$ cat config.mk
export PLATFORM = sky130hd
export DESIGN_NAME = twin_span_pwm
export DESIGN_NICKNAME = d
export VERILOG_FILES = /design/src/rtl/tsp_pkg.sv /design/src/rtl/tsp_regbank.sv /design/src/rtl/tsp_prescaler.sv /design/src/rtl/tsp_channel.sv /design/src/rtl/twin_span_pwm.sv
export SDC_FILE = /design/constraint.sdc
export NUM_CORES = 1
export LEC_CHECK = 0
export ABC_AREA = 0
export BUFFER_PORTS_ARGS = -buffer_cell sky130_fd_sc_hd__buf_2
export CORE_ASPECT_RATIO = 0.6
export CORE_MARGIN = 4
export CORE_UTILIZATION = 45
export CTS_BUF_LIST = sky130_fd_sc_hd__clkbuf_8
export CTS_CLUSTER_SIZE = 25
export DETAILED_ROUTE_END_ITERATION = 10
export PLACE_DENSITY = 0.68
export SKIP_LAST_GASP = 1
export SLEW_MARGIN = 5
export SYNTH_ARGS = -nofsm -noshare
export SYNTH_HDL_FRONTEND = slang
export SYNTH_SLANG_ARGS = --single-unit
$ cat constraint.sdc
create_clock -name clk -period 9.3 [get_ports clk]
set_input_delay 1.86 -clock clk [delete_from_list [all_inputs] [get_ports clk]]
set_output_delay 1.86 -clock clk [all_outputs]
set_load 0.01 [all_outputs]
$ cat src/rtl/tsp_pkg.sv
package tsp_pkg;
    localparam int DATA_W = 32;
    localparam int CNT_W  = 16;
    localparam int DIV_W  = 7;
    localparam int SEL_W  = 2;
    localparam int N_SRC  = 1 << SEL_W;
    localparam int N_CH   = 2;
    localparam int N_REG  = N_CH + 1;

    typedef enum logic [1:0] {
        CH_IDLE = 2'd0,
        CH_HIGH = 2'd1,
        CH_LOW  = 2'd2
    } ch_state_e;

    typedef struct packed {
        logic             out_en;
        logic             cnt_en;
        logic [DIV_W-1:0] div;
        logic [SEL_W-1:0] sel;
    } ch_cfg_t;

    // Control word bit positions, per channel index.
    function automatic int en_bit(input int ch);
        return ch;
    endfunction

    function automatic int cnt_en_bit(input int ch);
        return 15 + 8 * ch;
    endfunction

    function automatic int div_lsb(input int ch);
        return 8 + 8 * ch;
    endfunction

    function automatic int sel_lsb(input int ch);
        return 4 + SEL_W * ch;
    endfunction
endpackage

$ cat src/rtl/tsp_regbank.sv
module tsp_regbank
    import tsp_pkg::*;
#(
    parameter int ADDR_W = 4
) (
    input  logic                          clk,
    input  logic                          rst_n,
    input  logic [ADDR_W-1:0]             bus_addr,
    input  logic                          bus_wr,
    input  logic [DATA_W-1:0]             bus_wdata,
    output logic [DATA_W-1:0]             bus_rdata,
    output logic [N_CH-1:0][DATA_W-1:0]   cnt_word,
    output logic [DATA_W-1:0]             ctrl_word
);
    localparam int IDX_W = ADDR_W - 2;

    logic [N_REG-1:0][DATA_W-1:0] regs_q;
    logic [IDX_W-1:0]             idx;
    logic                         hit;

    assign idx = bus_addr[ADDR_W-1:2];
    assign hit = (bus_addr[1:0] == 2'b00) && (idx < IDX_W'(N_REG));

    always_ff @(posedge clk) begin
        if (!rst_n) begin
            regs_q <= '0;
        end else if (bus_wr && hit) begin
            regs_q[idx] <= bus_wdata;
        end
    end

    always_comb begin
        bus_rdata = '0;
        if (hit) begin
            bus_rdata = regs_q[idx];
        end
    end

    genvar g;
    generate
        for (g = 0; g < N_CH; g++) begin : g_cnt
            assign cnt_word[g] = regs_q[g];
        end
    endgenerate

    assign ctrl_word = regs_q[N_CH];
endmodule

$ cat src/rtl/tsp_prescaler.sv
module tsp_prescaler
    import tsp_pkg::*;
(
    input  logic             clk,
    input  logic             rst_n,
    input  logic [N_SRC-1:0] src_tick,
    input  logic [SEL_W-1:0] sel,
    input  logic [DIV_W-1:0] div,
    input  logic             hold,
    output logic             count_tick
);
    logic [DIV_W-1:0] div_cnt_q;
    logic             tick_sel;
    logic             wrap;

    assign tick_sel   = src_tick[sel];
    assign wrap       = (div_cnt_q == div);
    assign count_tick = tick_sel && wrap && !hold;

    always_ff @(posedge clk) begin
        if (!rst_n) begin
            div_cnt_q <= '0;
        end else if (hold) begin
            div_cnt_q <= '0;
        end else if (tick_sel) begin
            div_cnt_q <= wrap ? '0 : div_cnt_q + DIV_W'(1);
        end
    end
endmodule

$ cat src/rtl/tsp_channel.sv
module tsp_channel
    import tsp_pkg::*;
(
    input  logic             clk,
    input  logic             rst_n,
    input  logic             active,
    input  logic             count_tick,
    input  logic [CNT_W-1:0] hi_in,
    input  logic [CNT_W-1:0] lo_in,
    output logic             pwm,
    output logic             idle,
    output logic [CNT_W-1:0] live_hi
);
    ch_state_e        state_q, state_d;
    logic [CNT_W-1:0] cnt_q, cnt_d;
    logic [CNT_W-1:0] hi_q, hi_d;
    logic [CNT_W-1:0] lo_q, lo_d;
    logic [CNT_W-1:0] lo_last;

    // A zero low length still spends one count low.
    assign lo_last = (lo_q == '0) ? '0 : lo_q - CNT_W'(1);

    always_ff @(posedge clk) begin
        if (!rst_n) begin
            state_q <= CH_IDLE;
            cnt_q   <= '0;
            hi_q    <= '0;
            lo_q    <= '0;
        end else begin
            state_q <= state_d;
            cnt_q   <= cnt_d;
            hi_q    <= hi_d;
            lo_q    <= lo_d;
        end
    end

    always_comb begin
        state_d = state_q;
        cnt_d   = cnt_q;
        hi_d    = hi_q;
        lo_d    = lo_q;
        if (!active) begin
            // GATE_OFF
            state_d = CH_IDLE;
            cnt_d   = '0;
        end else begin
            unique case (state_q)
                CH_IDLE: begin
                    // ENABLE
                    hi_d    = hi_in;
                    lo_d    = lo_in;
                    cnt_d   = '0;
                    state_d = (hi_in != '0) ? CH_HIGH : CH_LOW;
                end
                CH_HIGH: begin
                    if (count_tick) begin
                        if (cnt_q == hi_q - CNT_W'(1)) begin
                            // HIGH_DONE
                            cnt_d   = '0;
                            state_d = CH_LOW;
                        end else begin
                            cnt_d = cnt_q + CNT_W'(1);
                        end
                    end
                end
                CH_LOW: begin
                    if (count_tick) begin
                        if (cnt_q == lo_last) begin
                            // BOUNDARY
                            hi_d    = hi_in;
                            lo_d    = lo_in;
                            cnt_d   = '0;
                            state_d = (hi_in != '0) ? CH_HIGH : CH_LOW;
                        end else begin
                            cnt_d = cnt_q + CNT_W'(1);
                        end
                    end
                end
                default: begin
                    state_d = CH_IDLE;
                    cnt_d   = '0;
                end
            endcase
        end
    end

    always_comb begin
        pwm     = active && (state_q == CH_HIGH);
        idle    = (state_q == CH_IDLE);
        live_hi = hi_q;
    end
endmodule

$ cat src/rtl/twin_span_pwm.sv
module twin_span_pwm
    import tsp_pkg::*;
#(
    parameter int ADDR_W = 4
) (
    input  logic              clk,
    input  logic              rst_n,
    input  logic [ADDR_W-1:0] bus_addr,
    input  logic              bus_wr,
    input  logic [DATA_W-1:0] bus_wdata,
    output logic [DATA_W-1:0] bus_rdata,
    input  logic [N_SRC-1:0]  src_tick,
    output logic [N_CH-1:0]   pwm_out
);
    logic [N_CH-1:0][DATA_W-1:0] cnt_word;
    logic [DATA_W-1:0]           ctrl_word;
    logic [N_CH-1:0]             ch_active;
    logic [N_CH-1:0][CNT_W-1:0]  live_hi;

    tsp_regbank #(.ADDR_W(ADDR_W)) u_regs (
        .clk       (clk),
        .rst_n     (rst_n),
        .bus_addr  (bus_addr),
        .bus_wr    (bus_wr),
        .bus_wdata (bus_wdata),
        .bus_rdata (bus_rdata),
        .cnt_word  (cnt_word),
        .ctrl_word (ctrl_word)
    );

    genvar g;
    generate
        for (g = 0; g < N_CH; g++) begin : g_ch
            localparam int EB = en_bit(g);
            localparam int CB = cnt_en_bit(g);
            localparam int DL = div_lsb(g);
            localparam int SL = sel_lsb(g);

            ch_cfg_t cfg;
            logic    count_tick;
            logic    idle;
            logic    ch_pwm;
            logic [CNT_W-1:0] ch_live_hi;

            assign cfg.out_en = ctrl_word[EB];
            assign cfg.cnt_en = ctrl_word[CB];
            assign cfg.div    = ctrl_word[DL +: DIV_W];
            assign cfg.sel    = ctrl_word[SL +: SEL_W];
            assign ch_active[g] = cfg.out_en && cfg.cnt_en;

            tsp_prescaler u_pre (
                .clk        (clk),
                .rst_n      (rst_n),
                .src_tick   (src_tick),
                .sel        (cfg.sel),
                .div        (cfg.div),
                .hold       (idle || !ch_active[g]),
                .count_tick (count_tick)
            );

            tsp_channel u_fsm (
                .clk        (clk),
                .rst_n      (rst_n),
                .active     (ch_active[g]),
                .count_tick (count_tick),
                .hi_in      (cnt_word[g][DATA_W-1 -: CNT_W]),
                .lo_in      (cnt_word[g][CNT_W-1:0]),
                .pwm        (ch_pwm),
                .idle       (idle),
                .live_hi    (ch_live_hi)
            );

            assign pwm_out[g] = ch_pwm;
            assign live_hi[g] = ch_live_hi;
        end
    endgenerate
endmodule

==> out/metrics.yaml, run 1 <==
outcome:
  outcome: "complete, no violations"
finish:
  areaGrowthSynthToFinish_pct: 7.93
  instances_no_fill: 2064
  antenna_cells: 0
  postLayoutCoreUtil: 0.501
  post_route_cells_drive_above_1_share: 0.111
  fin_nets: 1731
floorplanning:
  start_util: 0.464
  io_pins: 77
  rows: 47
  die_x_um: 227
  die-area_mm2: 0.0317
  die_h_um: 140
  core_mm2: 0.0280
setup_path:
  setup.worst_path.start: "bus_addr[2]"
  cp.buffers_inverters: 3
  timing.rr.start: "g_ch[0].u_fsm.lo_q[6]$_SDFFE_PN0P_"
  path_max_fanout: 38
  crit_arrival_ps: 3670
  critical_path.cell_chain: "buf_2, nor2b_2, buf_4, a21oi_1, nor2_1, buf_2"
  crit_top_cell: "buf_2"
  endpoint_kind: "output port"
  cp_top_family: "buffers and inverters"
  cp-start-kind: "primary input"
  path_class: "primary input to output port"
  max_stage_delay_ps: 600
  worst_ep_required_time_ps: 7440
  crit_slowest_cell: "buf_2"
clock_tree:
  clk_pin_slew_worst_paths_ps: 70
  clk_latency_ps: 590
  cts_resized: 0
  cts_tree: "built"
  htreeDepth: 1
  cts_hold_buf: 0
  cts-buffers-inserted: 31
  cts_post_setup_buffers_inserted: 0
  cts_num_sinks: 210
  ctsLongestPathBuffers: 3
  root_buffer: "clkbuf_8"
sta:
  worst_hold_slack_ps: 472
  setup_viol: 0
  finalHoldViolations: 0
  fin_skew_ps: 21.8
  period_minus_slack_ps: 5530
  max_slew.worst_pin.slew_ps: 1110
  rsz0062_at_grt: "false"
  max_clock_freq_mhz: 181
  relSlewSlack: 0.256
  post-route-period-util: 0.595
  drv_slew: 0
  setup_tns_ps: 0
route:
  wirelength_mm: 38.8
  wl_per_cell_um: 18.8
  drtIter0Drc: 1284
  num_vias: 12500
  ant_nets: 0
  dr.pass1.iters: 6
  vias_per_cell: 6.07
  drc: 0
logic_synthesis:
  synth_edf_count: 0
  synth_compound_area_frac: 0.224
  ys_warn_count: 0
  ys.flop_type: "dfxtp_1"
  synth_simple_gate_area_frac: 0.275
  synthArstFlopShare: 0
  synth_fp_nets: 1749
  syn_area_per_cell_um2: 7.68
  synth_xor_area_frac: 0.0669
  syn_inst: 1691
  synth_seq_area_share: 0.324
  syn-cell-area_mm2: 0.0130
  yosys_register_bits: 210
  synth_top_family_by_area: "simple AND/OR/NAND/NOR gates"
  synth.area.mux_share: 0.0367
  synthAdderAreaFrac: 0.0144
  synth.distinct_cells: 84
power_and_ir_drop:
  swShare: 0.243
  p_comb_frac: 0.045
  ir_drop_mv: 0.0698
  p_clk_frac: 0.442
  power_uw: 1770
  power.share.sequential: 0.514
  switchingPower_uw: 430
  power.density_mw_per_mm2: 126
  p_leak_uw: 0.00506
  internal_power_uw: 1340
place:
  placed_cells: 2006
  dpl.hpwl_mm: 28.3
  place_congestion: 0.954
  place.port_buffers: 76
min_path:
  hold_start: "u_regs.ctrl_word[29]$_SDFFE_PN0P_"
  hp-class: "flip-flop to flip-flop"
grt:
  antenna_found_initial: 1
  grt_max_degree: 103
  grt.total_usage: 0.237
  grt_pass1_wl_mm: 61.8
  gr-total-overflow: 0
  grt_pass1_vias: 11200
flow_run:
  drv_cap: 0
layout make-up:
type | instances | area [um^2]
fill | 2672 | 14000
multi-input combinational | 1297 | 8030
sequential | 210 | 4200
clock buffer | 40 | 551
timing repair buffer | 93 | 534
tap | 367 | 459
inverter | 40 | 150
clock inverter | 17 | 92.6
worst reg2reg max path, cell delays in order, from the launching register on:
cell and delay, ps:
dfxtp_1 390, nor4_1 780, nand4_1 380, o21a_1 300
or3_1 340, a221oi_1 480, and4_1 320, and3_2 920
nand4_1 200, o311ai_0 160
stage by stage:
step | instance area, um^2 | setup slack (ps)
2_1_floorplan | 13000 | 4360
3_3_place_gp | 13300 | 3930
3_5_place_dp | 13300 | 3830
4_1_cts | 14000 | 3830
5_1_grt | 14000 | 3640
6_report | 14000 | 3770
synth_stat cells, drive strengths merged, types with 30 or more instances:
cell,number,area [um^2]
nor2,160,601
clkbuf,107,402
nand4,51,319
o311ai,33,289
a41oi,33,289
a21oi,64,320
xnor2,42,368
o21ai,50,288
inv,40,150
a21boi,97,728
buf,37,223
nand2,304,1140
xor2,52,455
mux2i,42,420
nor4,30,206
dfxtp,210,4200
nor3,31,166
nand3,67,385
placed cells by master (no fill, tap or decap), drive strengths merged, types with 7 or more instances in the layout:
cell     synthesis  final
a21boi          97     97
a21oi           64     64
a31oi           16     16
a41oi           33     33
and3            11     11
buf             37     93
clkbuf         107     40
dfxtp          210    210
ha              15     15
inv             40     54
mux2i           42     42
nand2          304    304
nand2b          12     12
nand3           67     67
nand3b           7      7
nand4           51     51
nor2           160    160
nor2b           11     11
nor3            31     31
nor4            30     30
o211ai          12     12
o21a             7      7
o21ai           50     50
o2bb2ai          8      8
o311ai          33     33
o31ai           10     10
o32ai           10     10
or3             28     28
or4             12     12
xnor2           42     42
xor2            52     52
routing by layer:
layer  global-route usage  vias up  part of all wire
met4               0.0458        2             0.015
met1                0.373     5961              0.49
met5                    0        -           0.00033
met3               0.0646       46             0.093
li1                     -     6035                 -
met2                0.320      484              0.40
sequential cells by signal (all words and copies together) (netlist names):
name,count
u_regs.cnt_word,64
g_ch.u_fsm.cnt_q,32
g_ch.u_fsm.live_hi,32
g_ch.u_fsm.lo_q,32
u_regs.ctrl_word,32
g_ch.u_pre.div_cnt_q,14
g_ch.u_fsm.state_q,4
cells by family after synthesis:
| group | after synthesis |
|---|---|
| mux | 45 |
| compound gates | 390 |
| simple gates | 751 |
| flops | 210 |
| fa+ha+maj | 15 |
| buf+inv | 184 |
| xor+xnor | 96 |
power groups by stage:
stage	clock network, uW	logic [uW]	registers [uW]
3_5_place_dp	0	77.1	929
6_report	782	79.2	909
5_1_grt	840	85.0	909
2_1_floorplan	0	47.6	927
4_1_cts	794	77.4	909
3_3_place_gp	0	76.0	929
final timing paths:
path / slack [ps] / end / depth (start not counted)
max: 3770 / bus_rdata[12] / 6
min: 470 / u_regs.ctrl_word[29]$_SDFFE_PN0P_ / 2
max reg2reg: 4910 / g_ch[0].u_fsm.live_hi[8]$_SDFFE_PN0P_ / 9
min reg2reg: 470 / u_regs.ctrl_word[29]$_SDFFE_PN0P_ / 2
Note: power is estimated with default switching activity, not from simulation.
==> inputs of run 2 (changes only) <==
--- a/config.mk
+++ b/config.mk
@@ -5,7 +5,7 @@
 export SDC_FILE = /design/constraint.sdc
 export NUM_CORES = 1
 export LEC_CHECK = 0
-export ABC_AREA = 0
+export ABC_AREA = 1
 export BUFFER_PORTS_ARGS = -buffer_cell sky130_fd_sc_hd__buf_2
 export CORE_ASPECT_RATIO = 0.6
 export CORE_MARGIN = 4
==> constraint.sdc (replaced) <==
create_clock -name clk -period 5.4 [get_ports clk]
set_input_delay 1.08 -clock clk [delete_from_list [all_inputs] [get_ports clk]]
set_output_delay 1.08 -clock clk [all_outputs]
set_load 0.01 [all_outputs]
==> run 2 against run 1 <==
Sequential share of layout area rose by 1.8 points. Die area is 7.2% lower. Core utilization is 1.2 points higher. Clock skew is 1.4 ps higher. Largest power group unchanged.
==> out/metrics.yaml, run 2 <==
grt:
  grt_max_degree: 110  # +6.8%
  antenna_found_initial: 1  # unchanged
  gr-total-overflow: 0  # unchanged
  grt.total_usage: 0.227  # -0.00972
  grt_pass1_wl_mm: 54.5  # -12%
  grt_pass1_vias: 10300  # -8.7%
place:
  place_congestion: 0.933  # -2.2%
  place.port_buffers: 76  # unchanged
  dpl.hpwl_mm: 25.6  # -9.4%
  place_area_mm2: 0.0125  # -6.4%
clock_tree:
  htreeDepth: 2  # +1
  ctsLongestPathBuffers: 3  # unchanged
  clk_pin_slew_worst_paths_ps: 70  # about the same
  cts_post_setup_buffers_inserted: 0  # unchanged
  clk_latency_ps: 530  # -60 ps
  cts_tree: "built"
  cts-buffers-inserted: 34  # +9.7%
  cts_num_sinks: 210  # unchanged
  cts_hold_buf: 0  # unchanged
  root_buffer: "clkbuf_8"
  cts_resized: 0  # unchanged
logic_synthesis:
  syn_inst: 1848  # +9.3%
  ys.flop_type: "dfxtp_1"
  synthArstFlopShare: 0  # unchanged
  synth_area_leaders: "dfxtp_1, nand2_1, nor2_1"
  syn-cell-area_mm2: 0.0120  # -7.6%
  synth.distinct_cells: 40  # -52%
  yosys_register_bits: 210  # unchanged
  synthTopCellsByCount: "nand2_1, nor2_1, inv_1, dfxtp_1, o21ai_0"
  synth_fp_nets: 1906  # +9.0%
  yosys.area.top_type: "dfxtp_1"
  synth_edf_count: 0  # unchanged
  netlist.area_leader.share: 0.350  # +0.0265
  syn_area_per_cell_um2: 6.50  # -15%
  synth_seq_area_share: 0.350  # +0.0265
  ys_warn_count: 0  # unchanged
finish:
  most-common-layout-cells: "nor2_1, nand2_1, inv_1"
  post_route_cells_drive_above_1_share: 0.0882  # -0.0231
  fin_area_mm2: 0.0132  # -5.7%
  largest_reg_flops: 64  # unchanged
  areaGrowthSynthToFinish_pct: 10.1
  fin_nets: 1940  # +12%
  fillCellCount: 2655  # -0.64%
  antenna_cells: 0  # unchanged
sta:
  max_clock_freq_mhz: 258
  period_minus_slack_ps: 3880
  post-route-period-util: 0.719
  setup_tns_ps: 0  # unchanged
  setup_viol: 0  # unchanged
  max_slew.worst_pin.slew_ps: 1070  # -45.7 ps
  fin_skew_ps: 23.2  # +1.37 ps
  drv_slew: 0  # unchanged
  relSlewSlack: 0.287  # +0.0306
  rsz0062_at_grt: "false"
  finalHoldViolations: 0  # unchanged
route:
  ant_nets: 0  # unchanged
  wirelength_mm: 34.3  # -12%
  num_vias: 11800  # -6.1%
  vias_per_cell: 5.22  # -14%
  drc: 0  # unchanged
  wl_per_cell_um: 15.2  # -19%
  dr.pass1.iters: 6  # unchanged
  drtIter0Drc: 1291  # +0.55%
floorplanning:
  start_util: 0.466  # +0.00158
  die_x_um: 219  # -3.7%
  io_pins: 77  # unchanged
  die-area_mm2: 0.0294  # -7.2%
  die_h_um: 135  # -3.6%
  core_mm2: 0.0258  # -7.9%
  rows: 45  # -4.3%
setup_path:
  rrSetupSlack_ps: 1810  # -3100 ps
  path_class: "primary input to output port"
  critical_path.cell_chain: "buf_2, inv_1, nor2_1, inv_1, buf_4, nor2_1, o21ai_0, inv_1, buf_2"
  path_max_fanout: 20  # -47%
  reg2reg_depth: 17  # +8
  rr_endpoint: "g_ch[0].u_fsm.lo_q[8]$_SDFFE_PN0P_"
  cp-start-kind: "primary input"
  crit_arrival_ps: 2800  # -870 ps
  crit_slowest_cell: "inv_1"
  max_stage_delay_ps: 590  # about the same
  timing.rr.start: "g_ch[0].u_fsm.lo_q[0]$_SDFFE_PN0P_"
  worst_ep_required_time_ps: 4320  # -3120 ps
  endpoint_kind: "output port"
  crit_top_cell: "inv_1"
power_and_ir_drop:
  ir_drop_mv: 0.139  # +99%
  power_uw: 3260  # +84%
  power.density_mw_per_mm2: 246  # +95%
  p_leak_uw: 0.00571  # +13%
min_path:
  hold_depth: 2  # unchanged
  min_to: "u_regs.ctrl_word[2]$_SDFFE_PN0P_"
  hold_start: "u_regs.ctrl_word[2]$_SDFFE_PN0P_"
  hp-class: "flip-flop to flip-flop"
outcome:
  outcome: "complete, no violations"
flow_run:
  drv_cap: 0  # unchanged
[run 2: cell count changes after synthesis, moves of 28 or more]
cell      change
inv_1       +232
a21oi_1      +71
o21ai_1      +36
mux2i_1      -42
clkbuf_1     -45
a21boi_0     -97
o311ai_0     -31
nand3_1      +57
nor2_1      +121
or3_1        -28
a41oi_1      -33
o21ai_0     +133
[run 2: layer usage]
metal	wire [um]	up-vias	global-route usage	part of all wire
met4	355	2	0.0323	0.010
met1	18100	5263	0.371	0.53
met5	12	-	0	0.00035
met2	12600	464	0.303	0.37
met3	3160	37	0.0526	0.092
li1	-	6004	-	-
[run 2: kinds of logic (layout without fill, tap and decap cells)]
group,after synthesis,count (layout),synth area share
simple gates,790,790,0.283
buf+inv,364,420,0.122
compound gates,386,386,0.168
fa+ha+maj,15,15,0.0156
xor+xnor,83,83,0.0617
flops,210,210,0.350
[run 2: report_power, final]
group	internal [uW]	switching, uW	total (uW)	leakage [uW]
registers	1560	9.40	1570	0.00169
logic	57.9	124	182	0.00361
clock network	858	645	1500	0.000410
[run 2: cell type report]
class	instances	area (um^2)	share of cell area
clock buffer	43	592	0.0448
clock inverter	15	140	0.0106
inverter	277	1040	0.0788
multi-input combinational	1274	6350	0.481
sequential	210	4200	0.318
tap	352	440	0.0333
timing repair buffer	85	450	0.0341
[run 2: worst max-delay path: cells and delay by family]
family / cells / cell delay (ps)
AO/OA/AOI/OAI: 1 / 290
AND/OR/NAND/NOR: 2 / 100
buffers and inverters: 6 / 1320
[run 2: stage by stage]
step | setup WS, ps | util | cells | hold slack, ps
finish | 1520 | 0.513 | 2256 | 458
global route | 1360 | 0.513 | 2256 | 483
detailed placement | 1510 | 0.484 | 2198 | 441
global placement | 1540 | 0.484 | 2198 | 436
floorplan | 2150 | - | 1848 | 424
CTS | 1500 | 0.513 | 2256 | 457
[run 2: worst max path at each step]
stage                                            start                                     to  slack [ps]  cells past startpoint
floorplan                                  bus_addr[3]                          bus_rdata[27]        2150                      7
CTS                                        bus_addr[2]                          bus_rdata[31]        1500                      9
detailed placement                         bus_addr[2]                          bus_rdata[31]        1510                      9
global placement                           bus_addr[2]                          bus_rdata[31]        1540                      9
global route        g_ch[0].u_fsm.lo_q[0]$_SDFFE_PN0P_  g_ch[0].u_fsm.live_hi[3]$_SDFFE_PN0P_        1360                     17
finish                                     bus_addr[2]                          bus_rdata[31]        1520                      9
